$ cat src/rtl/cfg_hdr_pkg.sv
package cfg_hdr_pkg;
  localparam int unsigned WORD_W = 32;
  localparam int unsigned HALF_W = 16;
  localparam int unsigned NREG   = 4;

  localparam logic [WORD_W-1:0] SYNC_WORD = 32'hAA99_5566;
  localparam logic [7:0]        RD_X1_OPC = 8'h03;

  typedef enum logic [1:0] {
    ST_HUNT  = 2'd0,
    ST_PARSE = 2'd1,
    ST_DONE  = 2'd2,
    ST_ERR   = 2'd3
  } pstate_e;

  // register index -> write opcode (upper half of word)
  function automatic logic [HALF_W-1:0] reg_opc(input int unsigned idx);
    case (idx)
      0:       reg_opc = 16'h3261;
      1:       reg_opc = 16'h3281;
      2:       reg_opc = 16'h32A1;
      default: reg_opc = 16'h32C1;
    endcase
  endfunction
endpackage

$ cat src/rtl/cfg_word_class.sv
module cfg_word_class
  import cfg_hdr_pkg::*;
(
  input  logic [WORD_W-1:0] word_i,
  output logic              is_sync_o,
  output logic              is_end_o,
  output logic [NREG-1:0]   wr_oh_o
);
  logic [3:0] top_nib;
  assign top_nib   = word_i[WORD_W-1 -: 4];
  assign is_sync_o = (word_i == SYNC_WORD);
  assign is_end_o  = (top_nib != 4'h2) && (top_nib != 4'h3);

  for (genvar g = 0; g < NREG; g++) begin : g_opc
    assign wr_oh_o[g] = (word_i[WORD_W-1 -: HALF_W] == reg_opc(g));
  end
endmodule

$ cat src/rtl/cfg_hunt_fsm.sv
module cfg_hunt_fsm
  import cfg_hdr_pkg::*;
#(
  parameter int unsigned LIMIT_W = 16
) (
  input  logic               clk_i,
  input  logic               rst_ni,
  input  logic               fire_i,
  input  logic               is_sync_i,
  input  logic               is_end_i,
  input  logic [LIMIT_W-1:0] limit_i,
  output pstate_e            state_o
);
  pstate_e            state_q, state_d;
  logic [LIMIT_W-1:0] cnt_q, cnt_d;
  logic [LIMIT_W:0]   cnt_inc;

  assign cnt_inc = {1'b0, cnt_q} + 1'b1;

  always_comb begin
    state_d = state_q;
    cnt_d   = cnt_q;
    case (state_q)
      ST_HUNT: if (fire_i) begin
        if (is_sync_i)                        state_d = ST_PARSE;
        else if (cnt_inc >= {1'b0, limit_i})  state_d = ST_ERR;
        else                                  cnt_d   = cnt_inc[LIMIT_W-1:0];
      end
      ST_PARSE: if (fire_i && is_end_i) state_d = ST_DONE;
      default: ;
    endcase
  end

  always_ff @(posedge clk_i or negedge rst_ni) begin
    if (!rst_ni) begin
      state_q <= ST_HUNT;
      cnt_q   <= '0;
    end else begin
      state_q <= state_d;
      cnt_q   <= cnt_d;
    end
  end

  assign state_o = state_q;

  p_sync_cause_r3: assert property (@(posedge clk_i) disable iff (!rst_ni)
    (state_q == ST_HUNT && state_d == ST_PARSE) |-> (fire_i && is_sync_i));
  p_err_cause_r10: assert property (@(posedge clk_i) disable iff (!rst_ni)
    (state_q == ST_HUNT) |=> (state_q != ST_ERR || $past(fire_i && !is_sync_i)));
  p_done_sticky_r12: assert property (@(posedge clk_i) disable iff (!rst_ni)
    (state_q == ST_DONE) |=> (state_q == ST_DONE));
  p_err_sticky_r12: assert property (@(posedge clk_i) disable iff (!rst_ni)
    (state_q == ST_ERR) |=> (state_q == ST_ERR));
endmodule

$ cat src/rtl/cfg_addr_bank.sv
module cfg_addr_bank
  import cfg_hdr_pkg::*;
(
  input  logic                         clk_i,
  input  logic                         rst_ni,
  input  logic [NREG-1:0]              we_i,
  input  logic [HALF_W-1:0]            din_i,
  output logic [NREG-1:0][HALF_W-1:0]  data_o,
  output logic [NREG-1:0]              vld_o
);
  for (genvar g = 0; g < NREG; g++) begin : g_reg
    always_ff @(posedge clk_i or negedge rst_ni) begin
      if (!rst_ni) begin
        data_o[g] <= '0;
        vld_o[g]  <= 1'b0;
      end else if (we_i[g]) begin
        data_o[g] <= din_i;
        vld_o[g]  <= 1'b1;
      end
    end

    p_valid_sticky_r7: assert property (@(posedge clk_i) disable iff (!rst_ni)
      vld_o[g] |=> vld_o[g]);
  end

  p_one_write_r4: assert property (@(posedge clk_i) disable iff (!rst_ni)
    $onehot0(we_i));
endmodule

$ cat src/rtl/cfg_hdr_parser.sv
module cfg_hdr_parser
  import cfg_hdr_pkg::*;
#(
  parameter int unsigned LIMIT_W = 16
) (
  input  logic               clk_i,
  input  logic               rst_ni,
  input  logic [31:0]        word_i,
  input  logic               valid_i,
  output logic               ready_o,
  input  logic [LIMIT_W-1:0] sync_limit_i,
  output logic [15:0]        upd_lo_o,
  output logic [15:0]        upd_hi_o,
  output logic [15:0]        gold_lo_o,
  output logic [15:0]        gold_hi_o,
  output logic [3:0]         reg_valid_o,
  output logic               upd_spi_x1_o,
  output logic               gold_spi_x1_o,
  output logic               synced_o,
  output logic               done_o,
  output logic               error_o
);
  pstate_e                      state;
  logic                         fire, is_sync, is_end;
  logic [NREG-1:0]              wr_oh, we;
  logic [NREG-1:0][HALF_W-1:0]  regs;

  assign ready_o = (state == ST_HUNT) || (state == ST_PARSE);
  assign fire    = valid_i && ready_o;

  cfg_word_class u_class (
    .word_i    (word_i),
    .is_sync_o (is_sync),
    .is_end_o  (is_end),
    .wr_oh_o   (wr_oh)
  );

  cfg_hunt_fsm #(.LIMIT_W(LIMIT_W)) u_fsm (
    .clk_i     (clk_i),
    .rst_ni    (rst_ni),
    .fire_i    (fire),
    .is_sync_i (is_sync),
    .is_end_i  (is_end),
    .limit_i   (sync_limit_i),
    .state_o   (state)
  );

  assign we = (fire && state == ST_PARSE) ? wr_oh : '0;

  cfg_addr_bank u_bank (
    .clk_i  (clk_i),
    .rst_ni (rst_ni),
    .we_i   (we),
    .din_i  (word_i[HALF_W-1:0]),
    .data_o (regs),
    .vld_o  (reg_valid_o)
  );

  assign upd_lo_o  = regs[0];
  assign upd_hi_o  = regs[1];
  assign gold_lo_o = regs[2];
  assign gold_hi_o = regs[3];

  assign upd_spi_x1_o  = reg_valid_o[1] && (regs[1][15:8] == RD_X1_OPC);
  assign gold_spi_x1_o = reg_valid_o[3] && (regs[3][15:8] == RD_X1_OPC);

  assign synced_o = (state == ST_PARSE) || (state == ST_DONE);
  assign done_o   = (state == ST_DONE);
  assign error_o  = (state == ST_ERR);

  p_no_wr_unsynced_r3: assert property (@(posedge clk_i) disable iff (!rst_ni)
    !synced_o |-> (reg_valid_o == '0));
  p_err_unsynced_r10: assert property (@(posedge clk_i) disable iff (!rst_ni)
    error_o |-> !synced_o);
  p_idle_hold_r12: assert property (@(posedge clk_i) disable iff (!rst_ni)
    !(valid_i && ready_o) |=> $stable({upd_lo_o, upd_hi_o, gold_lo_o, gold_hi_o, reg_valid_o}));
  p_end_no_ready_r9: assert property (@(posedge clk_i) disable iff (!rst_ni)
    (done_o || error_o) |-> !ready_o);
endmodule

$ cat config.mk
export PLATFORM = sky130hd
export DESIGN_NAME = cfg_hdr_parser
export DESIGN_NICKNAME = d
export VERILOG_FILES = /design/src/rtl/cfg_hdr_pkg.sv /design/src/rtl/cfg_word_class.sv /design/src/rtl/cfg_hunt_fsm.sv /design/src/rtl/cfg_addr_bank.sv /design/src/rtl/cfg_hdr_parser.sv
export SDC_FILE = /design/constraint.sdc
export NUM_CORES = 1
export LEC_CHECK = 0
export BUFFER_PORTS_ARGS = -buffer_cell sky130_fd_sc_hd__buf_2
export CORE_UTILIZATION = 57
export CTS_CLUSTER_SIZE = 10
export DETAILED_ROUTE_END_ITERATION = 8
export GPL_ROUTABILITY_DRIVEN = 0
export GPL_TIMING_DRIVEN = 1
export PLACE_DENSITY = 0.95
export SYNTH_ARGS = -nofsm -noshare
export SYNTH_HDL_FRONTEND = slang
export SYNTH_HIERARCHICAL = 1
export SYNTH_SLANG_ARGS = --single-unit
$ cat constraint.sdc
create_clock -name clk_i -period 5.7 [get_ports clk_i]
set_input_delay 1.14 -clock clk_i [delete_from_list [all_inputs] [get_ports clk_i]]
set_output_delay 1.14 -clock clk_i [all_outputs]
set_load 0.01 [all_outputs]
==> run metrics, run 1 <==
post-synthesis cell type count 47; crit path cell chain ha_1 -> nand3_4 -> or2_2 -> nor2_1 -> nand3_1 -> xnor2_1 -> ha_1 -> nand4_1 -> nor4_1 -> a211oi_2 -> o2111ai_4 -> nor4_1 -> xor2_1; post-synth top area cell dfrtp_1; PD cells 248 nW/um2; Final setup viols 0; CTS tree done; Reg area 2150 um2; Setup Crit Path Kind reg -> reg; FP Rows 32; DIE WIDTH 91.1 um; ys flop type dfrtp_1; clock sink count 86; maximum clock rate 0.280 GHz; Arrival @ worst endpoint 3.85 ns; register area share after synthesis 0.476; RR Startpoint u_fsm/cnt_q[0]; largest cells by area after synthesis dfrtp_1, mux2_4, mux2_2; MaxCap Viol Count 0; start point of the critical path u_fsm/cnt_q[0]; CTS clk-pin slew, worst paths 0.09 ns; DRT antenna net count 0; Critical Path Stages 13; DRC 0; Post-synth EDFFs 0; core box area 7690 um2; actual slew at the worst max-slew pin 1.15 ns; #FFs+latches synth 86; CTS Buf Count 9; Slew HR 0.236; yosys warns 6; router iterations before antenna repair 6; Wirelength per Cell 17.1 um; post-CTS setup buffers 0; Final min period 3.58 ns; Area Overhead vs Synth 18.0%; critical path's slowest cell dfrtp_1; Clock Latency Late Sink 0.36 ns; n_diodes 0; Remaining Overflow, GRT 0; Worst path max stage delay 0.44 ns; gr usage total 0.251; Slew Viols, Final 0; I/O pin cnt 125; Buffers on Ports 124; fin nets 536; Hold Buf Count CTS 0; Async S/R FF share, synth 1.00; Synth top area share 0.476; drt total wl 9760 um; antenna violations before repair 0; period utilisation layout 0.627; die area 8300 um2; status finished clean; DRT iter0 DRCs 137; leakage 2.99 nW; r2r setup slk 2.12 ns; CTS-repair resized insts 0; Setup crit end kind flip-flop; initial core utilization 0.588; CP Capture Point u_fsm/cnt_q[14]; Register-to-Register Path Depth 13; Worst Hold Class reg -> reg; CTS root buffer clkbuf_8; Crit path max-delay family simple AND/OR/NAND/NOR gates; cells after synthesis 340; Buf/Inv on CP 0; startpoint class of the critical path flip-flop; first-pass GRT wire length 16300 um; CP required 5.97 ns; Via Count 3138; share of cells above drive strength 1 0.475; number of global-route vias before repair 3281; Syn Nets 412; H-tree depth 3; Synth Area per Inst 13.3 um2; fillers 540; pin count of the biggest net entering global routing 87; Final Hold Viols 0; post-synthesis cell area 4520 um2; crit path max fanout 16; Crit Reg-Reg Endpoint u_fsm/cnt_q[14]; Post-DP HPWL 7240 um; RSZ-0062 raised after global routing no; CTS Buffer Depth 2; commonest cells after routing, fill and taps aside buf_2, dfrtp_1, mux2_4; clk_skew 0.0146 ns; Multi-input gate area 2140 um2; Die Height 91.1 um; VDD IR max 0.171 mV; DR vias/cell 5.50; setup TNS 0 ns; total power 1.32 mW; most common cell after layout, fill and taps aside buf_2
power by group:
part           total, mW  internal, mW  switching (mW)
Clock              0.441         0.208           0.233
Combinational      0.215        0.0957           0.119
Sequential         0.669         0.630          0.0384
registers in the layout, indices dropped and copies added (netlist names):
signal and cells:
u_bank/data_o 64, u_fsm/cnt_q 16, u_bank/vld_o 4, u_fsm/state_o 2
cell type report:
class | instances | share of cell area
clock buffer | 9 | 0.0232
clock inverter | 7 | 0.0162
inverter | 22 | 0.0155
multi-input combinational | 221 | 0.401
sequential | 86 | 0.403
tap | 102 | 0.0239
timing repair buffer | 124 | 0.117
synthesized netlist by cell type (3+ instances only):
cell type  number
a21oi_1         5
and3_1          5
buf_12          4
buf_6           5
dfrtp_1        86
ha_1           21
inv_1          22
mux2_2         29
mux2_4         37
nand2_1         8
nand3_1         8
nand3b_1        4
nand4_1         8
nor2_1         16
nor3_1          6
nor4_1          4
nor4_2          3
o21ai_0         4
or2_1           4
or2_2           3
xnor2_1        10
xor2_1         19
layer usage:
| metal | up-vias | routed length, um | GRT usage |
|---|---|---|---|
| met5 | - | 0 | 0 |
| met4 | 0 | 138 | 0.0966 |
| met3 | 12 | 438 | 0.0327 |
| met2 | 105 | 4940 | 0.428 |
| met1 | 1575 | 4250 | 0.327 |
| li1 | 1446 | - | - |
cells by family after synthesis:
family          Yosys count  synth area share
compound gates           16            0.0310
xor+xnor                 29            0.0562
fa+ha+maj                21            0.0581
buf+inv                  33            0.0503
flops                    86             0.476
mux                      66             0.195
simple gates             89             0.134
worst min path at each step:
stage,slack [ns],cells past startpoint,endpoint,from
2_1_floorplan,0.47,1,u_fsm/cnt_q[15],u_fsm/cnt_q[15]
3_3_place_gp,0.44,1,u_bank/vld_o[2],u_bank/vld_o[2]
6_report,0.47,1,u_bank/vld_o[2],u_bank/vld_o[2]
5_1_grt,0.49,1,u_bank/vld_o[2],u_bank/vld_o[2]
3_5_place_dp,0.44,1,u_bank/vld_o[2],u_bank/vld_o[2]
4_1_cts,0.47,1,u_bank/vld_o[2],u_bank/vld_o[2]
stage by stage:
| step | area [um2] | cells | hold slack, ns | utilization | worst slack, ns |
|---|---|---|---|---|---|
| floorplan | 4520 | 340 | 0.475 | - | 2.64 |
| global placement | 5130 | 555 | 0.441 | 0.667 | 2.34 |
| detailed placement | 5130 | 555 | 0.444 | 0.667 | 2.18 |
| CTS | 5340 | 571 | 0.469 | 0.694 | 2.15 |
| global route | 5340 | 571 | 0.495 | 0.694 | 1.89 |
| finish | 5340 | 571 | 0.468 | 0.694 | 2.12 |
Note: power is estimated with default switching activity, not from simulation.
==> inputs of run 2 (changes only) <==
- CORE_UTILIZATION: 57 -> 53
- PLACE_DENSITY: 0.95 -> 0.91
- clock period: 5.7 -> 3.66 ns (I/O delays scaled with it)
==> run 2 against run 1 <==
Effect of this change: global-route usage is 2.4 points lower; cell area is 0.75% higher; first-iteration DRC count is 10% lower; wire length is 0.45% lower; clock skew is 0.0012 ns lower; total power is 57% higher; sequential share of layout area is 0.30 points lower; critical path type unchanged; critical endpoint is now u_fsm/cnt_q[1]; largest cell class unchanged; largest power group unchanged.
==> run metrics, run 2 (synthesized netlist as in run 1, its figures left out) <==
status finished clean; Slew HR 0.285 (+0.0488); CTS tree done; antenna violations before repair 0 (unchanged); Final Hold Viols 0 (unchanged); DRT iter0 DRCs 123 (-10%); PD cells 388 nW/um2 (+56%); Hold Buf Count CTS 0 (unchanged); Arrival @ worst endpoint 3.67 ns (-0.18 ns); final hold slack 0.484 ns (+0.0150 ns); Sw Ratio 0.286 (-0.00891); CP required 3.91 ns (-2.06 ns); Worst Hold Class reg -> reg; gr usage total 0.227 (-0.0242); startpoint class of the critical path flip-flop; I/O pin cnt 125 (unchanged); period utilisation layout 0.934 (+0.306); clock sink count 86 (unchanged); DR vias/cell 5.42 (-1.3%); Sequential Power Share 0.499 (-0.006); Crit path max-delay family simple AND/OR/NAND/NOR gates; Remaining Overflow, GRT 0 (unchanged); DIE WIDTH 94.4 um (+3.6%); commonest cells after routing, fill and taps aside buf_2, dfrtp_1, mux2_4; CTS clk-pin slew, worst paths 0.09 ns (about the same); Final setup viols 0 (unchanged); crit path cell chain ha_1 -> nand3_4 -> or2_2 -> nor2_1 -> nand3_1 -> xnor2_1 -> ha_1 -> nand4_1 -> or2_2 -> o2111ai_4 -> mux2_2; H-tree depth 3 (unchanged); core box area 8260 um2 (+7.4%); Finished Layout Cells 578 (+1.2%); actual slew at the worst max-slew pin 1.07 ns (-0.0732 ns); final instance area 5380 um2 (+0.75%); number of global-route vias before repair 3108 (-5.3%); CTS Buf Count 9 (unchanged); CTS-repair resized insts 0 (unchanged); first-pass GRT wire length 15200 um (-6.7%); fin nets 540 (+0.75%); VDD IR max 0.179 mV (+4.5%); FP Rows 33 (+3.1%); largest register by flop count u_bank/data_o; post-place setup slack 0.303 ns (-1.88 ns); CTS Buffer Depth 2 (unchanged); biggest regs u_bank/data_o x64, u_fsm/cnt_q x16, u_bank/vld_o x4; Final min period 3.42 ns (-0.159 ns); Slew Viols, Final 0 (unchanged); critical path's slowest cell o2111ai_4; Logic pwr share 0.161 (about the same); pin count of the biggest net entering global routing 87 (unchanged); n_diodes 0 (unchanged); leakage 3.02 nW (+0.86%); DRC 0 (unchanged); MaxCap Viol Count 0 (unchanged); Worst path max stage delay 0.48 ns (+0.04 ns); Setup crit end kind flip-flop; RSZ-0062 raised after global routing yes; Buf/Inv on CP 0 (unchanged); Via Count 3135 (-0.096%); Setup Crit Path Kind reg -> reg; Cells after DPL 562 (+1.3%); Die Height 94.4 um (+3.6%); Clock Latency Late Sink 0.36 ns (about the same); Buffers on Ports 124 (unchanged); Worst Setup Slack, final 0.242 ns (-1.88 ns); total power 2.09 mW (+57%); maximum clock rate 0.293 GHz (+4.6%); die area 8910 um2 (+7.4%); Clock power frac 0.340 (+0.007); Wirelength per Cell 16.8 um (-1.7%); router iterations before antenna repair 5 (-1); crit path max fanout 16 (unchanged); Net Sw Power 0.596 mW (+53%); share of cells above drive strength 1 0.480 (+0.00444); Internal Power 1.49 mW (+59%); Area Overhead vs Synth 18.9%; Post-DP HPWL 7110 um (-1.9%); initial core utilization 0.548 (-0.0407); max FFs per register 64 (unchanged); placed cell area 5160 um2 (+0.66%); clk_skew 0.0134 ns (-0.00121 ns); CTS root buffer clkbuf_8; DRT antenna net count 0 (unchanged); drt total wl 9720 um (-0.45%); most common cell after layout, fill and taps aside buf_2
run 2: through the flow:
step	TNS, ns	util
after floorplan	0	-
after global placement	0	0.625
after detailed placement	0	0.625
after CTS	0	0.651
after global routing	-0.0766	0.651
final	0	0.651
run 2: timing repair:
item	CTS	global route
buffers inserted	0	0
hold endpoints to repair	0	0
endpoints found under the setup margin	0	2
run 2: layout make-up:
type | count | area, um2
clock buffers | 11 | 151
clock inverters | 5 | 65.1
fillers | 643 | 2880
inverters | 22 | 82.6
multi-input cells | 221 | 2140
flip-flops and latches | 86 | 2150
well taps | 105 | 131
repair buffers | 128 | 653
run 2: metal layers:
layer / track usage / wire length [um] / vias up
met5: 0 / 0 / -
met4: 0.0756 / 107 / 0
met3: 0.0483 / 541 / 11
met2: 0.382 / 4790 / 130
met1: 0.291 / 4270 / 1537
li1: - / - / 1457
run 2: worst register-to-register path, stage by stage, from the launching register on:
cell and delay, ns:
dfrtp_1 0.43, ha_1 0.27, nand3_4 0.13, or2_2 0.36, nor2_1 0.17, nand3_1 0.14
xnor2_1 0.15, ha_1 0.32, nand4_1 0.11, or2_2 0.33, o2111ai_4 0.48, mux2_2 0.41
run 2: power groups by stage:
stage               clock network (mW)  registers (mW)  logic, mW
floorplan                            0            1.04      0.212
global placement                     0            1.05      0.314
detailed placement                   0            1.06      0.335
CTS                              0.730            1.04      0.337
global route                     0.770            1.05      0.378
finish                           0.709            1.04      0.336
run 2: worst paths after layout:
path                                  from          endpoint  slack (ns)  depth (start not counted)
max                         u_fsm/cnt_q[0]    u_fsm/cnt_q[1]        0.24                         11
min                        u_bank/vld_o[0]   u_bank/vld_o[0]        0.48                          1
max reg2reg                 u_fsm/cnt_q[0]    u_fsm/cnt_q[1]        0.24                         11
min reg2reg                u_bank/vld_o[0]   u_bank/vld_o[0]        0.48                          1
max in group asynchronous           rst_ni  u_bank/data_o[9]        2.41                          1
min in group asynchronous           rst_ni   u_bank/vld_o[2]        0.55                          1
==> inputs of run 3 (changes only) <==
- BUFFER_PORTS_ARGS: -buffer_cell sky130_fd_sc_hd__buf_2 -> -buffer_cell sky130_fd_sc_hd__buf_4
==> run 3 against run 2 <==
Effect of this change: combinational power grew 8.6%; via count increased by 0.80%; utilization rose by 3.8 points; clock power is 4.8% lower; highest routed layer unchanged.
==> run metrics, run 3 (synthesized netlist as in run 1, its figures left out) <==
DRT iter0 DRCs 75 (-39%); most common cell after layout, fill and taps aside buf_4; Worst Setup Slack, final 0.227 ns (-0.0152 ns); router iterations before antenna repair 4 (-1); Worst path max stage delay 0.44 ns (-0.04 ns); CTS Buffer Depth 2 (unchanged); DRC 0 (unchanged); gr usage total 0.243 (+0.0157); PD cells 365 nW/um2 (-5.7%); largest register by flop count u_bank/data_o; Finished Layout Cells 578 (unchanged); crit path max fanout 16 (unchanged); fillers 587 (-8.7%); crit path cell chain ha_1 -> nand3_4 -> or2_2 -> nor2_1 -> nand3_1 -> xnor2_1 -> ha_1 -> nand4_1 -> nor4_1 -> a211oi_2 -> o2111ai_4 -> buf_12 -> mux2_2; status finished clean; first-pass GRT wire length 16400 um (+8.1%); Wirelength per Cell 18.0 um (+7.3%); CTS clk-pin slew, worst paths 0.09 ns (about the same); H-tree depth 3 (unchanged); n_diodes 0 (unchanged); Buffers on Ports 124 (unchanged); post-place setup slack 0.193 ns (-0.110 ns); Final Hold Viols 0 (unchanged); Remaining Overflow, GRT 0 (unchanged); CP required 3.90 ns (about the same); Setup crit end kind flip-flop; Cells after DPL 562 (unchanged); fin nets 541 (+0.19%); startpoint class of the critical path flip-flop; DRT antenna net count 0 (unchanged); clk_skew 0.00770 ns (-0.00570 ns); commonest cells after routing, fill and taps aside buf_4, dfrtp_1, mux2_4; CTS tree done; GRT met2 Usage 0.423 (+0.0411); CTS Buf Count 9 (unchanged); leakage 3.05 nW (+1.1%); Worst Hold Class reg -> reg; routing usage on met3 0.0403 (-0.00805); pin count of the biggest net entering global routing 87 (unchanged); share of cells above drive strength 1 0.482 (+0.00211); number of global-route vias before repair 3367 (+8.3%); max FFs per register 64 (unchanged); Final setup viols 0 (unchanged); DR vias/cell 5.47 (+0.80%); busiest grt layer met2; I/O pin cnt 125 (unchanged); DIE WIDTH 94.4 um (unchanged); die area 8910 um2 (unchanged); actual slew at the worst max-slew pin 1.07 ns (-0.000113 ns); initial core utilization 0.548 (unchanged); Setup Crit Path Kind reg -> reg; drt total wl 10400 um (+7.3%); VDD IR max 0.247 mV (+38%); clock sink count 86 (unchanged); Clock Latency Late Sink 0.35 ns (about the same); Via Count 3160 (+0.80%); FP Rows 33 (unchanged); Area Overhead vs Synth 25.8%; setup TNS 0 ns (unchanged); Final min period 3.43 ns (+0.0152 ns); critical path's slowest cell dfrtp_1; period utilisation layout 0.938 (+0.00414); Slew Viols, Final 0 (unchanged); MaxCap Viol Count 0 (unchanged); RSZ-0062 raised after global routing no; Arrival @ worst endpoint 3.67 ns (about the same); Crit path max-delay family simple AND/OR/NAND/NOR gates; core box area 8260 um2 (unchanged); Post-DP HPWL 7580 um (+6.6%); antenna violations before repair 0 (unchanged); M1 GR Usage 0.305 (+0.0145); Slew HR 0.285 (about the same); Buf/Inv on CP 1 (+1); final core utilization 0.689 (+0.0379); maximum clock rate 0.291 GHz (-0.44%); biggest regs u_bank/data_o x64, u_fsm/cnt_q x16, u_bank/vld_o x4; CTS root buffer clkbuf_8; crit-path most repeated cell ha_1; Die Height 94.4 um (unchanged)
-- run 3: cell types whose count changed in the layout (fill, tap and decap cells not counted), sizes merged --
cell	previous run	this run
buf	128	129
clkbuf	11	9
clkinv	3	2
clkinvlp	0	1
inv	23	24
-- run 3: final timing paths --
check,from,to,slack (ns),cells past startpoint
hold reg to reg,u_bank/vld_o[2],u_bank/vld_o[2],0.49,1
min in group asynchronous,rst_ni,u_bank/vld_o[0],0.58,1
setup reg to reg,u_fsm/cnt_q[0],u_fsm/cnt_q[1],0.23,13
max in group asynchronous,rst_ni,u_fsm/state_o[0],2.40,1
setup / recovery,u_fsm/cnt_q[0],u_fsm/cnt_q[1],0.23,13
hold / removal,u_bank/vld_o[2],u_bank/vld_o[2],0.49,1
-- run 3: power breakdown --
part	switching (mW)	internal (mW)	total, mW
sequential	0.0583	0.982	1.04
combinational	0.188	0.176	0.365
clock	0.356	0.319	0.675
-- run 3: layout make-up --
class,count,area (um2),area share
clock buffers,9,124,0.0218
clock inverters,6,71.3,0.0125
inverters,22,82.6,0.0145
multi-input cells,221,2150,0.378
flip-flops and latches,86,2150,0.378
well taps,105,131,0.0231
repair buffers,129,981,0.172
-- run 3: repair_timing --
item	4_1_cts	5_1_grt
gates resized for setup	0	1
endpoints found under the setup margin	0	4
buffers inserted	0	1
hold buffers	0	0
-- run 3: stage by stage --
step                      hold slack, ns  cell area (um2)  power (mW)
final                              0.489             5690        2.08
after global routing               0.516             5690        2.18
after CTS                          0.487             5670        2.09
after detailed placement           0.463             5470        1.42
after global placement             0.452             5470        1.40
after floorplan                    0.436             4520        1.26
-- run 3: per-layer routing --
metal	vias to the layer above	wire [um]
li1	1456	-
met1	1566	4400
met2	125	5300
met3	13	593
met4	0	136
met5	-	0
